### config.mk
export PLATFORM = sky130hd
export DESIGN_NAME = exec_priv_ctrl
export DESIGN_NICKNAME = d
export VERILOG_FILES = /design/src/rtl/priv_pkg.sv /design/src/rtl/priv_entry_regs.sv /design/src/rtl/priv_fetch_classify.sv /design/src/rtl/priv_state_reg.sv /design/src/rtl/exec_priv_ctrl.sv
export SDC_FILE = /design/constraint.sdc
export NUM_CORES = 1
export LEC_CHECK = 0
export CORE_MARGIN = 4
export CORE_UTILIZATION = 45
export DETAILED_ROUTE_END_ITERATION = 8
export PLACE_DENSITY = 0.75
export SLEW_MARGIN = 20
export SYNTH_ARGS = -nofsm -noshare
export SYNTH_HDL_FRONTEND = slang
export SYNTH_SLANG_ARGS = --single-unit
### constraint.sdc
create_clock -name clk -period 2.1 [get_ports clk]
set_clock_uncertainty 0.2 [all_clocks]
set_input_delay 0.42 -clock clk [delete_from_list [all_inputs] [get_ports clk]]
set_output_delay 0.42 -clock clk [all_outputs]
set_load 0.05 [all_outputs]
### src/rtl/priv_pkg.sv
package priv_pkg;

    typedef enum logic {
        MODE_FW  = 1'b0,
        MODE_APP = 1'b1
    } priv_mode_e;

    typedef enum logic {
        ENT_SYSCALL = 1'b0,
        ENT_HASH    = 1'b1
    } entry_sel_e;

    localparam int unsigned NUM_ENTRIES = 2;

    // Classification of one fetch address
    typedef struct packed {
        logic unmapped;
        logic in_rom;
        logic sys_hit;
        logic hash_hit;
    } fetch_class_t;

    // Architectural state of the controller
    typedef struct packed {
        priv_mode_e mode;
        logic       rom_x;
        logic       locked;
        logic       halted;
    } priv_state_t;

    localparam priv_state_t STATE_RESET = '{
        mode:   MODE_FW,
        rom_x:  1'b1,
        locked: 1'b0,
        halted: 1'b0
    };

    function automatic priv_state_t next_state(priv_state_t cur, logic valid,
                                               fetch_class_t fc);
        priv_state_t nx;
        nx = cur;
        if (!cur.halted && valid) begin
            if (fc.unmapped) begin
                nx.halted = 1'b1;
            end else if (fc.in_rom && !cur.rom_x && !fc.sys_hit && !fc.hash_hit) begin
                nx.halted = 1'b1;
            end else begin
                if (fc.sys_hit) begin
                    nx.mode = MODE_FW;
                end else if (!fc.in_rom) begin
                    nx.mode = MODE_APP;
                end
                if (fc.sys_hit || fc.hash_hit) begin
                    nx.rom_x = 1'b1;
                end else if (!fc.in_rom) begin
                    nx.rom_x = 1'b0;
                end
                if (nx.mode == MODE_APP) begin
                    nx.locked = 1'b1;
                end
            end
        end
        return nx;
    endfunction

endpackage

### src/rtl/priv_entry_regs.sv
module priv_entry_regs
    import priv_pkg::*;
#(
    parameter int unsigned ADDR_W = 32
) (
    input  logic              clk,
    input  logic              rst,
    input  logic              cfg_we,
    input  logic              cfg_sel,
    input  logic [ADDR_W-1:0] cfg_wdata,
    output logic [ADDR_W-1:0] sys_entry,
    output logic [ADDR_W-1:0] hash_entry
);

    logic [ADDR_W-1:0] entry_q [NUM_ENTRIES];

    for (genvar g = 0; g < NUM_ENTRIES; g++) begin : g_entry
        always_ff @(posedge clk) begin
            if (rst) begin
                entry_q[g] <= '1;
            end else if (cfg_we && (32'(cfg_sel) == g)) begin
                entry_q[g] <= cfg_wdata;
            end
        end
    end

    assign sys_entry  = entry_q[int'(ENT_SYSCALL)];
    assign hash_entry = entry_q[int'(ENT_HASH)];

endmodule

### src/rtl/priv_fetch_classify.sv
module priv_fetch_classify
    import priv_pkg::*;
#(
    parameter int unsigned ADDR_W    = 32,
    parameter int unsigned ROM_BYTES = 32'h0000_2000,
    parameter int unsigned MAP_TOP   = 32'h4002_0000
) (
    input  logic [ADDR_W-1:0] fetch_addr,
    input  logic [ADDR_W-1:0] sys_entry,
    input  logic [ADDR_W-1:0] hash_entry,
    output fetch_class_t      fclass
);

    localparam logic [ADDR_W-1:0] ROM_END   = ADDR_W'(ROM_BYTES);
    localparam logic [ADDR_W-1:0] MAP_END   = ADDR_W'(MAP_TOP);
    localparam logic [ADDR_W-1:0] WORD_MASK = {{(ADDR_W-2){1'b1}}, 2'b00};

    always_comb begin
        fclass.unmapped = (fetch_addr >= MAP_END);
        fclass.in_rom   = (fetch_addr < ROM_END);
        fclass.sys_hit  = (fetch_addr == sys_entry);
        fclass.hash_hit = ((fetch_addr & WORD_MASK) == (hash_entry & WORD_MASK));
    end

endmodule

### src/rtl/priv_state_reg.sv
module priv_state_reg
    import priv_pkg::*;
(
    input  logic         clk,
    input  logic         rst,
    input  logic         fetch_valid,
    input  fetch_class_t fclass,
    output priv_state_t  state
);

    priv_state_t state_d;

    always_comb begin
        state_d = next_state(state, fetch_valid, fclass);
    end

    always_ff @(posedge clk) begin
        if (rst) begin
            state <= STATE_RESET;
        end else begin
            state <= state_d;
        end
    end

endmodule

### src/rtl/exec_priv_ctrl.sv
module exec_priv_ctrl
    import priv_pkg::*;
#(
    parameter int unsigned ADDR_W    = 32,
    parameter int unsigned ROM_BYTES = 32'h0000_2000,
    parameter int unsigned MAP_TOP   = 32'h4002_0000
) (
    input  logic              clk,
    input  logic              rst,
    input  logic              fetch_valid,
    input  logic [ADDR_W-1:0] fetch_addr,
    input  logic              cfg_we,
    input  logic              cfg_sel,
    input  logic [ADDR_W-1:0] cfg_wdata,
    output logic              mode_app,
    output logic              rom_exec_en,
    output logic              asset_en,
    output logic              spi_en,
    output logic              halt
);

    logic [ADDR_W-1:0] sys_entry;
    logic [ADDR_W-1:0] hash_entry;
    fetch_class_t      fclass;
    priv_state_t       state;

    priv_entry_regs #(.ADDR_W(ADDR_W)) u_entries (
        .clk        (clk),
        .rst        (rst),
        .cfg_we     (cfg_we),
        .cfg_sel    (cfg_sel),
        .cfg_wdata  (cfg_wdata),
        .sys_entry  (sys_entry),
        .hash_entry (hash_entry)
    );

    priv_fetch_classify #(
        .ADDR_W    (ADDR_W),
        .ROM_BYTES (ROM_BYTES),
        .MAP_TOP   (MAP_TOP)
    ) u_classify (
        .fetch_addr (fetch_addr),
        .sys_entry  (sys_entry),
        .hash_entry (hash_entry),
        .fclass     (fclass)
    );

    priv_state_reg u_state (
        .clk         (clk),
        .rst         (rst),
        .fetch_valid (fetch_valid),
        .fclass      (fclass),
        .state       (state)
    );

    assign mode_app    = (state.mode == MODE_APP);
    assign rom_exec_en = state.rom_x;
    assign asset_en    = !state.locked;
    assign spi_en      = (state.mode == MODE_FW);
    assign halt        = state.halted;

endmodule

Yosys cells after proc, flatten, opt, wreduce, memory -nomap -nowiden --
Memory sizes are Yosys's and may differ from the RTL's. Cells that the tools add are included.
Cells by class: muxes and demuxes 19, equality and inequality tests 3, bitwise gates (word level) 6, reduce and logical (&&, ||, !) cells 17, order comparisons 2
Operators with widths (number):
- $mux W32 | 2
- $eq A32 B32 Y1 | 1
- $ge A32 B31 Y1 const B | 1
- $lt A32 B14 Y1 const B | 1
- $eq A30 B30 Y1 | 1
- $mux W1 | 17
- $reduce_and A4 Y1 | 2
- $logic_and A1 B1 Y1 | 6
- $logic_not A1 Y1 | 5
- $not A1 Y1 | 4
- $reduce_and A3 Y1 | 1
- $ne A2 B2 Y1 const B | 1
- $or A1 B1 Y1 | 2
- $reduce_and A2 Y1 | 1
- $reduce_bool A2 Y1 | 1
- $logic_or A1 B1 Y1 | 1
Storage, ports and cells: memories kept 1, input port bits 69, register bits after elaboration 4, RAM bits 64, output and inout bits 5
Memory list:
- u_entries.entry_q | words 2, width 32, read ports 2, clocked after memory_dff 0, write ports 2, RTL line priv_entry_regs.sv:15 | logic [ADDR_W-1:0] entry_q [NUM_ENTRIES];

Logic depth before layout (Yosys ltp) --
depth in word-level cells 8, gate-level depth with buffers 6

Cells and area by module --
From an unflattened synthesis, not the netlist that was laid out.
Unflattened totals: cell total of the unflattened synthesis 289, area, all modules 3344.5 um^2
Modules (own cells, without submodules):
- priv_entry_regs | cells each 176, instances 1, area an instance 2432.3 um^2
- priv_fetch_classify | cells each 91, instances 1, area an instance 725.7 um^2
- priv_state_reg | cells each 20, instances 1, area an instance 178.9 um^2
- exec_priv_ctrl | cells each 2, instances 1, area an instance 7.5 um^2

Least setup slack after synthesis --
OpenSTA, ideal clock, no wires.
path type input port to flip-flop, start point input port fetch_addr[31], end point register u_state.state[1] (netlist name), slack -0.045 ns, data arrival time 1.811 ns, library setup time 0.134 ns, data required time 1.766 ns, buffers on the path 0, cell stages on the path 4, path through or4_1 > or4_4 > or3_4 > o2bb2ai_1
Between the ends: cells in the longest elaborated chain, start to end 7, elaborated cells between the ends (all ways) 17, classes of those cells 2 x order compare; 2 x eq/ne; 5 x mux; 2 x bitwise; 6 x reduce/logical
RTL lines:
- start, declared | RTL line exec_priv_ctrl.sv:11 | input logic [ADDR_W-1:0] fetch_addr,
- $lt A32 B14 Y1 | RTL line priv_fetch_classify.sv:20 | fclass.in_rom = (fetch_addr < ROM_END);
- $mux W1 | RTL line priv_pkg.sv:50 | end else if (!fc.in_rom) begin
- $mux W1 | RTL line priv_pkg.sv:48 | if (fc.sys_hit) begin
- $mux W1 | RTL line priv_pkg.sv:45 | end else if (fc.in_rom && !cur.rom_x && !fc.sys_hit && !fc.hash_hit) begin
- $mux W1 | RTL line priv_pkg.sv:43 | if (fc.unmapped) begin
- $mux W1 | RTL line priv_pkg.sv:42 | if (!cur.halted && valid) begin
- $reduce_and A4 Y1 (no line) (*)
Every way passes the cells marked *; elsewhere a longest branch is shown, timed or not. The select of a mux whose other input is x is not followed. A chain may end at the register's enable or synchronous reset.

Final worst setup path --
start point input port fetch_addr[15], end point register u_state.state[1] (netlist name)
Between the ends: cells in the longest elaborated chain, start to end 7, elaborated cells between the ends (all ways) 17, classes of those cells 2 x order compare; 2 x eq/ne; 5 x mux; 2 x bitwise; 6 x reduce/logical
RTL lines (RTL line):
- $lt A32 B14 Y1 | priv_fetch_classify.sv:20
- $mux W1 | priv_pkg.sv:50
- $mux W1 | priv_pkg.sv:48
- $mux W1 | priv_pkg.sv:45
- $mux W1 | priv_pkg.sv:43
- $mux W1 | priv_pkg.sv:42
- $reduce_and A4 Y1 (no line) (*)
Marks and branches as above.

==> results by group <==
Status
  • Status: finished, violations left
  • Failing checks: setup timing

Die
  • I/O pins: 74
  • Placeable Area: about 0.0069 sq mm
  • Die Area: 0.00856 sq mm
  • Die Ht: 92.5 um
  • Initial Util: 46.8%
  • Die width: 92.5 um
  • FP Rows: 30

Worst setup path
  • Critical Path RT: roughly 2100 ps
  • Setup CP Type: input pin to register
  • Startpoint class of the critical path: input pin
  • CP Capture Type: register
  • WP data arrival: 2150 ps
  • Crit-path max FO: 2

Global routing
  • Vias in the first global route: about 2400
  • Initial antenna violation count: 0
  • First-pass GRT wire length: 11.7 mm
  • Largest net degree at the start of global routing: 33
  • Total GRT Usage: approximately 18%
  • GRT overflow: 0

Synth
  • Post-synthesis xor/xnor area fraction: between 15 and 20%
  • Post-Synth Simple-Gate Area: roughly a fifth
  • Synth Instances: about 250
  • Syn_nets: roughly 320
  • Count leader, synth: edfxtp_1
  • Distinct cells, synth: 28
  • Mean area per synthesized cell: 13.0 sq um
  • Compound-gate portion of the synthesized area: 2.26%
  • Post-synth EDFFs: 62
  • Seq/Total Area, Yosys: around 60%
  • Synthesis Warnings: 0
  • Top FF cell, synth: edfxtp_1
  • Synth top area cells: edfxtp_1 58%, xor2_1 14%, nand2b_1 6.2%
  • Top cells by count, synth: 62 x edfxtp_1, 52 x xor2_1, 32 x nand2b_1, 30 x or2_2, 16 x nor4_1
  • Combinational family with the most area after synthesis: simple AND/OR/NAND/NOR gates
  • Yosys top cell by area: edfxtp_1
  • Mapped cell area: roughly 0.0032 sq mm
  • Ys async rst share: 0%
  • Fraction of synthesized area in multiplexers: 0%
  • Synthesized flop and latch total: between 60 and 70
  • Post-synthesis adder-cell area fraction: 0%
  • Post-synth top area share: around 58%

Timing
  • Period minus WS final: roughly 2100 ps
  • Max-slew violation count: 0
  • RSZ-0062 raised after global routing: yes
  • Fmax: 471 MHz
  • Fin Hold WS: between 200 and 300 ps
  • # setup viols final: 1
  • Final worst slack: -22.6 ps
  • Period utilization: 101%
  • Worst slew pin tran: around 400 ps
  • Endpoints failing hold: 0
  • Rel. slew slack: a little over 70%

Clock network
  • Clock slew at reported path FFs: about 70 ps
  • CTS tree: built
  • CTS root buf: clkbuf_8
  • Cts bufs inserted: 9
  • CTS Hold Buffers Added: 0
  • Htree depth: 3
  • CTS sink cnt: 66
  • Clock Path Buffers: 2
  • Clk_lat worst skew: between 300 and 400 ps

Final layout
  • Nets: roughly 430
  • # diodes: 0
  • Area Growth Syn to Fin: 41.1%
  • Fin area: between 0.004 and 0.005 sq mm
  • Post-Route Utilization: about two thirds
  • Final Non-Filler Cells: 459
  • Share of layout cells above drive strength 1: between 20% and 30%

Drt
  • Vias: roughly 2200
  • Avg WL per Cell: between 15 and 20 um
  • Initial DRC Count: 84
  • Drt drc: 0
  • Post-route ant nets: 0
  • Drt total wl: ~7.3 mm
  • Vias per Instance: between 4 and 5
  • Drt pass-1 iters: 4

Placed design
  • Placed Area: about 0.0043 sq mm
  • Gpl congestion: roughly 0.86
  • Placed insts: between 400 and 500
  • DP Wirelength: 5.27 mm
  • IO Port Bufs: 73

Run
  • Max-cap violation count: 0

Worst hold path
  • Hold Crit Class: register to register

Power
  • Peak supply drop: ~0.36 mV
  • PwrDens: roughly 650 mW/mm^2
  • Pwr Total: ~3000 uW
  • LEAKAGE: roughly 0.0016 uW
## cells by family (layout without fill, tap and decap cells)
family                    count (synthesis)  after routing
xor gates and xnor gates                 62             62
buffers and inverters                    10            125
AOI/OAI and AO/OA                        10             10
DFF                                      66             66
and+or+nand+nor                         100            100
## per-layer routing
layer  up-vias  global-route usage (%)  wire, um
met5         -                       0         0
met4         0                    6.68       107
met3        12                    3.66       425
met2        65                    32.3      3760
met1      1052                    20.9      2980
li1       1093                       -         -
## worst paths after layout
| path | start | endpoint | slack, ps | cells past startpoint |
|---|---|---|---|---|
| max | fetch_addr[15] | u_state.state[1] | -20 | 5 |
| min | u_state.state[1] | u_state.state[1] | 290 | 2 |
| max reg2reg | u_entries.entry_q[1][7] | u_state.state[0] | 90 | 7 |
| min reg2reg | u_state.state[1] | u_state.state[1] | 290 | 2 |
## layout by cell type (no fill, tap or decap), types with 2 or more instances in the layout
master,synthesis,layout
a21o_1,2,2
a21oi_1,2,2
buf_12,0,4
buf_2,0,2
buf_4,0,34
buf_6,0,2
clkbuf_2,0,5
clkbuf_8,0,9
clkdlybuf4s50_1,0,47
clkinv_1,0,3
clkinv_2,0,2
clkinvlp_4,0,2
dfxtp_1,4,4
dlygate4sd2_1,0,6
dlymetal6s2s_1,0,4
edfxtp_1,62,62
inv_1,3,3
nand2_1,3,3
nand2b_1,32,32
nand4_1,6,6
nor2_1,5,4
nor4_1,16,10
nor4_2,0,5
or2_2,30,30
or4_4,1,2
xnor2_1,10,10
xor2_1,52,52
## registers in the layout, indices dropped and copies added, names as in the netlist
signal / count
u_entries.entry_q: 62
u_state.state: 4
## what timing repair did
action,CTS,global route
cloned,0,0
buffers inserted,1,0
endpoints found under the setup margin,4,4
pin swaps,7,9
gates resized for setup,44,17
## where the power goes
part	switching, uW	total [uW]	internal (uW)
clock	466	877	411
sequential	46.1	1600	1550
combinational	220	480	260
## critical path: stages
cell and delay, ps:
dlygate4sd2_1 250, or4_4 420, or4_4 540, or3_4 390, o2bb2ai_2 130
## final cells by class
type	count	area (sq um)
fillers	542	2330
well taps	96	120
clock inverters	7	36.3
inverters	3	11.3
clock buffers	9	124
repair buffers	106	987
multi-input cells	172	1320
flip-flops and latches	66	1940
## metrics by stage
step           setup slack [ps]  TNS, ps
6_report                  -22.6    -22.6
3_3_place_gp               -611    -2070
3_5_place_dp               -630    -2160
2_1_floorplan             -45.0    -45.0
4_1_cts                   -10.3    -10.3
5_1_grt                   -72.1     -147
No activity file was read; power rests on OpenSTA's default activity.
